==> src/rtl/pdl_pkg.sv <==
package pdl_pkg;

  typedef enum logic [1:0] {
    PDL_TRANSPORT = 2'b00,
    PDL_INERTIAL  = 2'b01,
    PDL_LIMITED   = 2'b10,
    PDL_SPARE     = 2'b11
  } pdl_mode_e;

endpackage

==> src/rtl/pdl_rst_sync.sv <==
module pdl_rst_sync #(
  parameter int unsigned STAGES = 2
) (
  input  logic clk,
  input  logic rst_n,
  output logic rst_q
);

  logic [STAGES-1:0] chain_q;
  logic [STAGES-1:0] chain_n;

  generate
    if (STAGES == 1) begin : g_single
      always_comb chain_n = 1'b1;
    end else begin : g_multi
      always_comb chain_n = {chain_q[STAGES-2:0], 1'b1};
    end
  endgenerate

  always_ff @(posedge clk or negedge rst_n) begin
    if (!rst_n) begin
      chain_q <= '0;
    end else begin
      chain_q <= chain_n;
    end
  end

  assign rst_q = chain_q[STAGES-1];

endmodule

==> src/rtl/pdl_glitch_filter.sv <==
module pdl_glitch_filter #(
  parameter int unsigned CW = 4
) (
  input  logic          clk,
  input  logic          rst_n,
  input  logic          din,
  input  logic [CW-1:0] thr,
  output logic          y
);

  logic          y_q, y_n;
  logic [CW-1:0] cnt_q, cnt_n;
  logic          bypass;
  logic          upd_en;

  always_comb begin
    bypass = (thr == '0);
    y_n    = y_q;
    cnt_n  = '0;
    if (bypass) begin
      y_n = din;
    end else if (din != y_q) begin
      if (cnt_q >= (thr - CW'(1))) begin
        y_n = din;
      end else begin
        cnt_n = cnt_q + CW'(1);
      end
    end
    upd_en = (y_n != y_q) || (cnt_n != cnt_q);
  end

  always_ff @(posedge clk or negedge rst_n) begin
    if (!rst_n) begin
      y_q   <= 1'b0;
      cnt_q <= '0;
    end else if (upd_en) begin
      y_q   <= y_n;
      cnt_q <= cnt_n;
    end
  end

  assign y = bypass ? din : y_q;

  AST_CNT_BELOW_THR: assert property (@(posedge clk) disable iff (!rst_n)
    (thr != '0) |-> (cnt_q < thr));

  AST_LEVEL_FROM_INPUT: assert property (@(posedge clk) disable iff (!rst_n)
    !$stable(y_q) |-> (y_q == $past(din)));

  AST_LEVEL_HELD: assert property (@(posedge clk) disable iff (!rst_n)
    ((thr >= CW'(2)) && !$stable(y_q)) |-> ($past(din, 2) == $past(din)));

endmodule

==> src/rtl/pdl_tap_delay.sv <==
module pdl_tap_delay #(
  parameter int unsigned DEPTH = 10,
  parameter int unsigned CW    = 4
) (
  input  logic          clk,
  input  logic          rst_n,
  input  logic          din,
  input  logic [CW-1:0] tap,
  output logic          dout
);

  logic [DEPTH-1:0] sr_q;
  logic [DEPTH-1:0] sr_n;

  generate
    if (DEPTH == 1) begin : g_one
      always_comb sr_n = din;
    end else begin : g_many
      always_comb sr_n = {sr_q[DEPTH-2:0], din};
    end
  endgenerate

  always_ff @(posedge clk or negedge rst_n) begin
    if (!rst_n) begin
      sr_q <= '0;
    end else begin
      sr_q <= sr_n;
    end
  end

  always_comb begin
    dout = din;
    for (int i = 0; i < int'(DEPTH); i++) begin
      if (tap == CW'(i + 1)) dout = sr_q[i];
    end
  end

  AST_TAP_IN_RANGE: assert property (@(posedge clk) disable iff (!rst_n)
    (tap <= CW'(DEPTH)));

endmodule

==> src/rtl/pulse_delay_line.sv <==
module pulse_delay_line
  import pdl_pkg::*;
#(
  parameter int unsigned DELAY       = 10,
  parameter int unsigned REJECT      = 4,
  parameter int unsigned SYNC_STAGES = 2
) (
  input  logic       clk,
  input  logic       rst_n,
  input  logic [1:0] mode_i,
  input  logic       din,
  output logic       dout
);

  localparam int unsigned CW = $clog2(DELAY + 1);

  generate
    if (DELAY == 0 || REJECT > DELAY) begin : g_param_bad
      $error("pulse_delay_line: need DELAY >= 1 and REJECT <= DELAY");
    end
  endgenerate

  logic          rst_q;
  pdl_mode_e     mode_q, mode_n;
  logic          mode_en;
  logic [CW-1:0] thr;
  logic [CW-1:0] tap;
  logic          filt_y;

  pdl_rst_sync #(.STAGES(SYNC_STAGES)) u_rst_sync (
    .clk   (clk),
    .rst_n (rst_n),
    .rst_q (rst_q)
  );

  always_comb begin
    mode_en = !rst_q;
    mode_n  = pdl_mode_e'(mode_i);
  end

  always_ff @(posedge clk) begin
    if (mode_en) mode_q <= mode_n;
  end

  always_comb begin
    unique case (mode_q)
      PDL_INERTIAL: thr = CW'(DELAY);
      PDL_LIMITED:  thr = CW'(REJECT);
      default:      thr = '0;
    endcase
    tap = CW'(DELAY) - thr;
  end

  pdl_glitch_filter #(.CW(CW)) u_filter (
    .clk   (clk),
    .rst_n (rst_q),
    .din   (din),
    .thr   (thr),
    .y     (filt_y)
  );

  pdl_tap_delay #(.DEPTH(DELAY), .CW(CW)) u_delay (
    .clk   (clk),
    .rst_n (rst_q),
    .din   (filt_y),
    .tap   (tap),
    .dout  (dout)
  );

  AST_MODE_FROZEN: assert property (@(posedge clk) disable iff (!rst_q)
    $past(rst_q) |-> $stable(mode_q));

  AST_RESET_CLEAR: assert property (@(posedge clk)
    !rst_q |-> (dout == 1'b0));

  AST_THR_WITHIN_DELAY: assert property (@(posedge clk) disable iff (!rst_q)
    (thr <= CW'(DELAY)));

endmodule

==> config.mk <==
export PLATFORM = sky130hd
export DESIGN_NAME = pulse_delay_line
export DESIGN_NICKNAME = d
export VERILOG_FILES = /design/src/rtl/pdl_pkg.sv /design/src/rtl/pdl_rst_sync.sv /design/src/rtl/pdl_glitch_filter.sv /design/src/rtl/pdl_tap_delay.sv /design/src/rtl/pulse_delay_line.sv
export SDC_FILE = /design/constraint.sdc
export NUM_CORES = 1
export LEC_CHECK = 0
export ABC_AREA = 1
export CAP_MARGIN = 30
export CORE_ASPECT_RATIO = 1.2
export CORE_MARGIN = 2
export CORE_UTILIZATION = 52
export CTS_CLUSTER_SIZE = 16
export DETAILED_ROUTE_END_ITERATION = 10
export PLACE_DENSITY = 0.78
export SETUP_SLACK_MARGIN = 0.2
export SKIP_LAST_GASP = 1
export SLEW_MARGIN = 20
export SYNTH_ARGS = -nofsm -noshare
export SYNTH_HDL_FRONTEND = slang
export SYNTH_HIERARCHICAL = 1
export SYNTH_SLANG_ARGS = --single-unit
==> constraint.sdc <==
create_clock -name clk -period 2.3 [get_ports clk]
set_clock_uncertainty 0.15 [all_clocks]
set_input_delay 0.575 -clock clk [delete_from_list [all_inputs] [get_ports clk]]
set_output_delay 0.575 -clock clk [all_outputs]
set_load 0.005 [all_outputs]
**Word-level counts from Yosys, hierarchy flattened**

Cells that the tools add are included.

- Equal/unequal tests: 15
- Add/subtract/negate cells: 3
- Divide/modulo/power cells: 0
- Bitwise gates (word level): 0
- Muxes and demuxes: 18
- Shift-type cells: 0
- Reduce and logical (&&, ||, !) cells: 2
- Order comparisons: 1
- $mul: 0

Operators with widths:

| operator | number |
|---|---|
| $eq A4 B3 Y1 const B | 4 |
| $mux W1 | 14 |
| $eq A4 B4 Y1 const B | 3 |
| $mux W4 | 3 |
| $eq A4 B2 Y1 const B | 2 |
| $pmux W4 S2 | 1 |
| $add A4 B1 Y4 const B | 1 |
| $eq A4 B1 Y1 const B | 1 |
| $ge A4 B4 Y1 | 1 |
| $logic_not A4 Y1 | 1 |
| $ne A4 B4 Y1 | 1 |
| $sub A4 B1 Y4 const B | 1 |
| $sub A4 B4 Y4 const A | 1 |
| $eq A2 B1 Y1 const B | 1 |
| $eq A2 B2 Y1 const B | 1 |
| $ne A1 B1 Y1 | 2 |
| $logic_or A1 B1 Y1 | 1 |

- Bits in latches: 0
- Output and inout port bits: 1
- RAM bits: 0
- Bits in registers: 19
- ROM bits: 0
- Memories kept: 0
- Logic and storage cells: 44

**Logic depth before layout (Yosys ltp)**

- Word-level depth: 14
- Mapped depth: 20

**Cells and area by module**

The synthesis kept the hierarchy.

By module, submodules not included:

| module | cells an instance | times used | area an instance (µm²) |
|---|---|---|---|
| pdl_tap_delay | 62 | 1 | 509.2 |
| pdl_glitch_filter | 58 | 1 | 429.2 |
| pulse_delay_line | 10 | 1 | 116.4 |
| pdl_rst_sync | 3 | 1 | 53.8 |

**Worst setup path after synthesis**

No wires, ideal clock.

- Path kind: register -> output
- From: register mode_q[1]
- To: output port dout
- Arrival time: 1682 ps
- Setup slack: -107 ps
- Required time: 1575 ps
- Stages on the path, launching flop included: 21
- Path buffers: 0
- Cell sequence: edfxtp_1 -> inv_1 -> ha_1 -> inv_1 -> ha_1 -> nand2_2 -> inv_2 -> nand2_1 -> nand2_1 -> nand2_1 -> nand3_1 -> nand2_1 -> nand2_1 -> nand2_1 -> nand2_1 -> nand2_1 -> nand2_1 -> nand2_1 -> nand2_1 -> nand2_1 -> nand2_1

- Word-level cells in the longest chain between the ends: 14
- Elaborated cells on any way between the ends: 26
- Classes of those cells: add/sub: 1; eq/ne: 12; mux: 12; reduce/logical: 1

RTL lines:

| item | line | text |
|---|---|---|
| start: declaration | pulse_delay_line.sv:24 | `pdl_mode_e mode_q, mode_n;` |
| start signal: assignment | pulse_delay_line.sv:42 | `if (mode_en) mode_q <= mode_n;` |
| $eq A2 B2 Y1 / $eq A2 B1 Y1 (equally long branches) | pulse_delay_line.sv:46 | `unique case (mode_q)` |
| $pmux W4 S2 * | pulse_delay_line.sv:46 |  |
| net thr[1] | pulse_delay_line.sv:26 | `logic [CW-1:0] thr;` |
| $logic_not A4 Y1 * | pdl_glitch_filter.sv:17 | `bypass = (thr == '0);` |
| $mux W1 * | pdl_glitch_filter.sv:42 | `assign y = bypass ? din : y_q;` |
| net filt_y | pulse_delay_line.sv:28 | `logic filt_y;` |
| $mux W1 * (10 in series) | pdl_tap_delay.sv:34 | `if (tap == CW'(i + 1)) dout = sr_q[i];` |
| end: declaration | pulse_delay_line.sv:12 | `output logic dout` |

The timed path passes the listed nets; every way through them passes the cells marked *.

**Worst setup path after layout**

Same ends and word-level chain as after synthesis.

==> results.rst <==
.. list-table::
   :header-rows: 1

   * - Metric
     - Value
   * - Number of port buffers
     - 5
   * - Horizontal die dimension
     - 46.2 um
   * - Endpoint class of the critical path
     - primary output
   * - Delay of the slowest critical-path stage
     - roughly 0.42 ns
   * - Number of cells after detailed placement
     - ~180
   * - Total count of max-transition violations in the final report
     - 0
   * - CTS tree
     - built
   * - Commonest cells post-synth
     - nand2_1 (36), inv_1 (18), dfrtp_1 (17)
   * - Yosys warning count
     - 6
   * - Unrepaired setup endpoints after global routing
     - yes
   * - Average cell area after synthesis
     - 8.34 um^2
   * - Die Y-Extent
     - around 55 um
   * - Crit start category
     - flip-flop
   * - Total number of vias
     - 921
   * - Detailed Place HPWL
     - 1.47 mm
   * - Leak Pwr
     - 0.805 nW
   * - Finish-stage setup viols
     - 1
   * - Final hold slack
     - 0.0377 ns
   * - Proportion of register bits with asynchronous set or reset after synthesis
     - 0.895
   * - Final routed wire length divided by cell count
     - roughly 11 um
   * - Final Worst Setup Slack
     - -0.552 ns
   * - Vias in the first global route
     - around 860
   * - Post-CTS Hold Buffers
     - 0
   * - Clock input transition at the sequential cells of the worst setup and hold paths
     - about 0.10 ns
   * - Highest attainable clock frequency
     - 0.351 GHz
   * - Placeable core area
     - between 2000 and 2500 um^2
   * - Synth Cell Area
     - around 1100 um^2
   * - Maximum net fanout on the critical path
     - 3
   * - Length of the first detailed-routing pass in iterations
     - 4
   * - Diodes inserted
     - 0
   * - Maximum vdd drop
     - 0.492 mV
   * - Areal power density over the cells
     - around 700 nW/um^2
   * - Failing checks
     - negative setup slack
   * - Data arrival, critical path
     - 2.13 ns
   * - Number of clock sinks seen by CTS
     - 19
   * - Mean number of vias per cell
     - roughly 4.8
   * - Sequence of cells on the critical path
     - inv_2, ha_4, inv_4, ha_4, nand2_4, inv_2, nand2_2, nand2_2, nand2_1, nand3_1, nand2_1, nand2_1, nand2_1, nand2_1, nand2_1, nand2_1, nand2_1, nand2_1, nand2_1, nand2_1, buf_2
   * - Category of the most critical setup path
     - flip-flop to primary output
   * - Cell with the largest stage delay on the worst path
     - edfxtp_1
   * - Last weighted congestion value of the routability-driven placer
     - 0.864
   * - Clock Tree Root
     - clkbuf_4
   * - Congestion Overflow GR
     - 0
   * - Cells taking the most area after synthesis
     - dfrtp_1 (38%), nand2_1 (12%), ha_1 (11%), inv_1 (6.1%), edfxtp_1 (5.4%)
   * - # IOs
     - 6
   * - Period utilisation layout
     - 1.24
   * - Initial antenna violation count
     - 0
   * - Worst Setup Slack post-DPL
     - -0.700 ns
   * - Fillers
     - between 100 and 150
   * - Critical path required time
     - between 1.5 and 2 ns
   * - Min Clock Period, post-route
     - 2.85 ns
   * - Fraction of post-synthesis cell area in the top cell type by area
     - 0.384
   * - Total DRC errors in the routed layout
     - 0
   * - Ratio of cells with drive above 1 in the final layout
     - 0.376
   * - Cell with the most instances after synthesis
     - nand2_1
   * - Die Footprint
     - between 2000 and 3000 um^2
   * - Net Switching
     - between 0.3 and 0.4 mW
   * - Starting density of the core
     - 0.547
   * - Sequential fraction of the synthesis area
     - 0.438
   * - Total number of placement rows
     - 18
   * - DRC violation total after the first TritonRoute iteration
     - 11
   * - Max capacitance violation total
     - 0
   * - Power consumption
     - approximately 1.1 mW
   * - Clk_lat worst skew
     - 0.28 ns
   * - Portion of total power attributed to sequential cells
     - 0.454
   * - Number of distinct library cells after synthesis
     - 22
   * - Final WL
     - about 2.2 mm
   * - Final hold violation count
     - 0
   * - Wire length of the first global-routing pass
     - 3.26 mm
   * - Dominant register cell in the synthesized netlist
     - dfrtp_1
   * - Internal power
     - slightly above 0.7 mW
   * - Number of synthesized register bits
     - 19
   * - H-Tree Level Count
     - 1
   * - Final nets
     - ~190
   * - Max Buffers Root-to-Sink
     - 2
   * - Run status
     - complete, but fails checks
   * - Post-DRT Antenna Nets
     - 0
   * - TritonCTS Buffers
     - 3
   * - Post-Synthesis Cells
     - ~130
   * - Area growth from synthesis to layout
     - 40.6%
   * - Proportion of power drawn by combinational gates
     - 0.397
   * - Library cell appearing most often on the critical path
     - nand2_1
   * - Total Neg Setup Slack
     - -0.552 ns
   * - Switch share
     - 0.346
   * - Hold/Removal Path Class
     - flip-flop to asynchronous set/reset pin
   * - Post-synth EDFFs
     - 2
   * - Total global-route track usage
     - 0.185
   * - Largest net degree at the start of global routing
     - 17
   * - Final instance count without filler cells
     - roughly 190
   * - Dominant cell type by area after synthesis
     - dfrtp_1
   * - Clock network fraction of design power
     - 0.149
-- final timing paths --
| path | start | endpoint | slack (ns) | cells past startpoint |
|---|---|---|---|---|
| min in group clk | u_rst_sync/chain_q[0] | u_rst_sync/chain_q[1] | 0.21 | 0 |
| worst max register to register | mode_q[0] | u_filter/y_q | 0.16 | 9 |
| worst min-delay path | u_rst_sync/chain_q[1] | u_delay/sr_q[3] | 0.04 | 1 |
| max in group asynchronous | rst_n | u_rst_sync/chain_q[1] | 1.61 | 1 |
| worst min register to register | u_rst_sync/chain_q[1] | u_delay/sr_q[3] | 0.04 | 1 |
| worst max-delay path | mode_q[1] | dout | -0.55 | 21 |
-- through the flow --
stage,util,area (um^2)
after floorplan,-,1170
after global placement,0.683,1390
after detailed placement,0.683,1390
after CTS,0.730,1480
after global routing,0.769,1560
final,0.769,1560
-- critical path, delay by kind of cell (launching register included) --
family | cells | cell delay, ns
buf+inv | 4 | 0.29
simple gates | 15 | 0.80
flops | 1 | 0.42
fa+ha+maj | 2 | 0.32
-- final cells by class --
class / instances / area [um^2] / area share
inverters: 27 / 131 / 0.0843
flip-flops and latches: 19 / 485 / 0.311
repair buffers: 29 / 225 / 0.144
clock buffers: 4 / 26.3 / 0.0169
multi-input cells: 94 / 666 / 0.427
well taps: 20 / 25.0 / 0.0161
-- power by group through the flow --
stage | registers (mW) | clock network, mW | logic (mW)
global placement | 0.499 | 0 | 0.341
global route | 0.506 | 0.184 | 0.485
finish | 0.495 | 0.163 | 0.434
floorplan | 0.491 | 0 | 0.234
detailed placement | 0.502 | 0 | 0.356
CTS | 0.496 | 0.167 | 0.378
-- routing by layer --
layer / track usage / share of wire / vias to the layer above
met3: 0.0330 / 0.018 / 6
li1: - / - / 475
met4: 0.0952 / 0.018 / 0
met1: 0.212 / 0.43 / 431
met5: 0 / 0 / -
met2: 0.322 / 0.53 / 9
-- sequential cells by signal, summed over array words and instances, names as in the netlist --
signal              flops
u_delay/sr_q           10
mode_q                  2
u_filter/cnt_q          4
u_filter/y_q            1
u_rst_sync/chain_q      2
-- kinds of logic (layout without fill, tap and decap cells) --
kind of cell / Yosys count / count (layout) / share of synthesized area
compound gates: 5 / 5 / 0.0282
xor+xnor: 5 / 5 / 0.0395
fa+ha+maj: 10 / 10 / 0.113
buf+inv: 27 / 60 / 0.116
flops: 19 / 19 / 0.438
other cells: 2 / 9 / 0.00677
simple gates: 65 / 65 / 0.258
-- cell usage in the layout, fill, tap and decap left out, types with 3 or more instances in the layout --
master	netlist	layout
inv_1	18	15
nand3_1	6	6
ha_1	10	5
nand2_2	2	5
nor2_1	10	7
clkdlybuf4s50_1	0	4
nand2_1	36	31
nand4_1	3	3
nor2_4	1	3
ha_4	0	5
nor2_2	4	5
buf_4	0	24
conb_1	2	9
dfrtp_1	17	17
clkbuf_4	0	3
inv_2	7	9
-- timing repair --
item	in CTS	in global routing
setup buffers	4	1
gates resized for setup	13	14
gates cloned	0	0
setup endpoints to repair	6	6
pin swaps	6	11
Note: power is estimated with default switching activity, not from simulation.
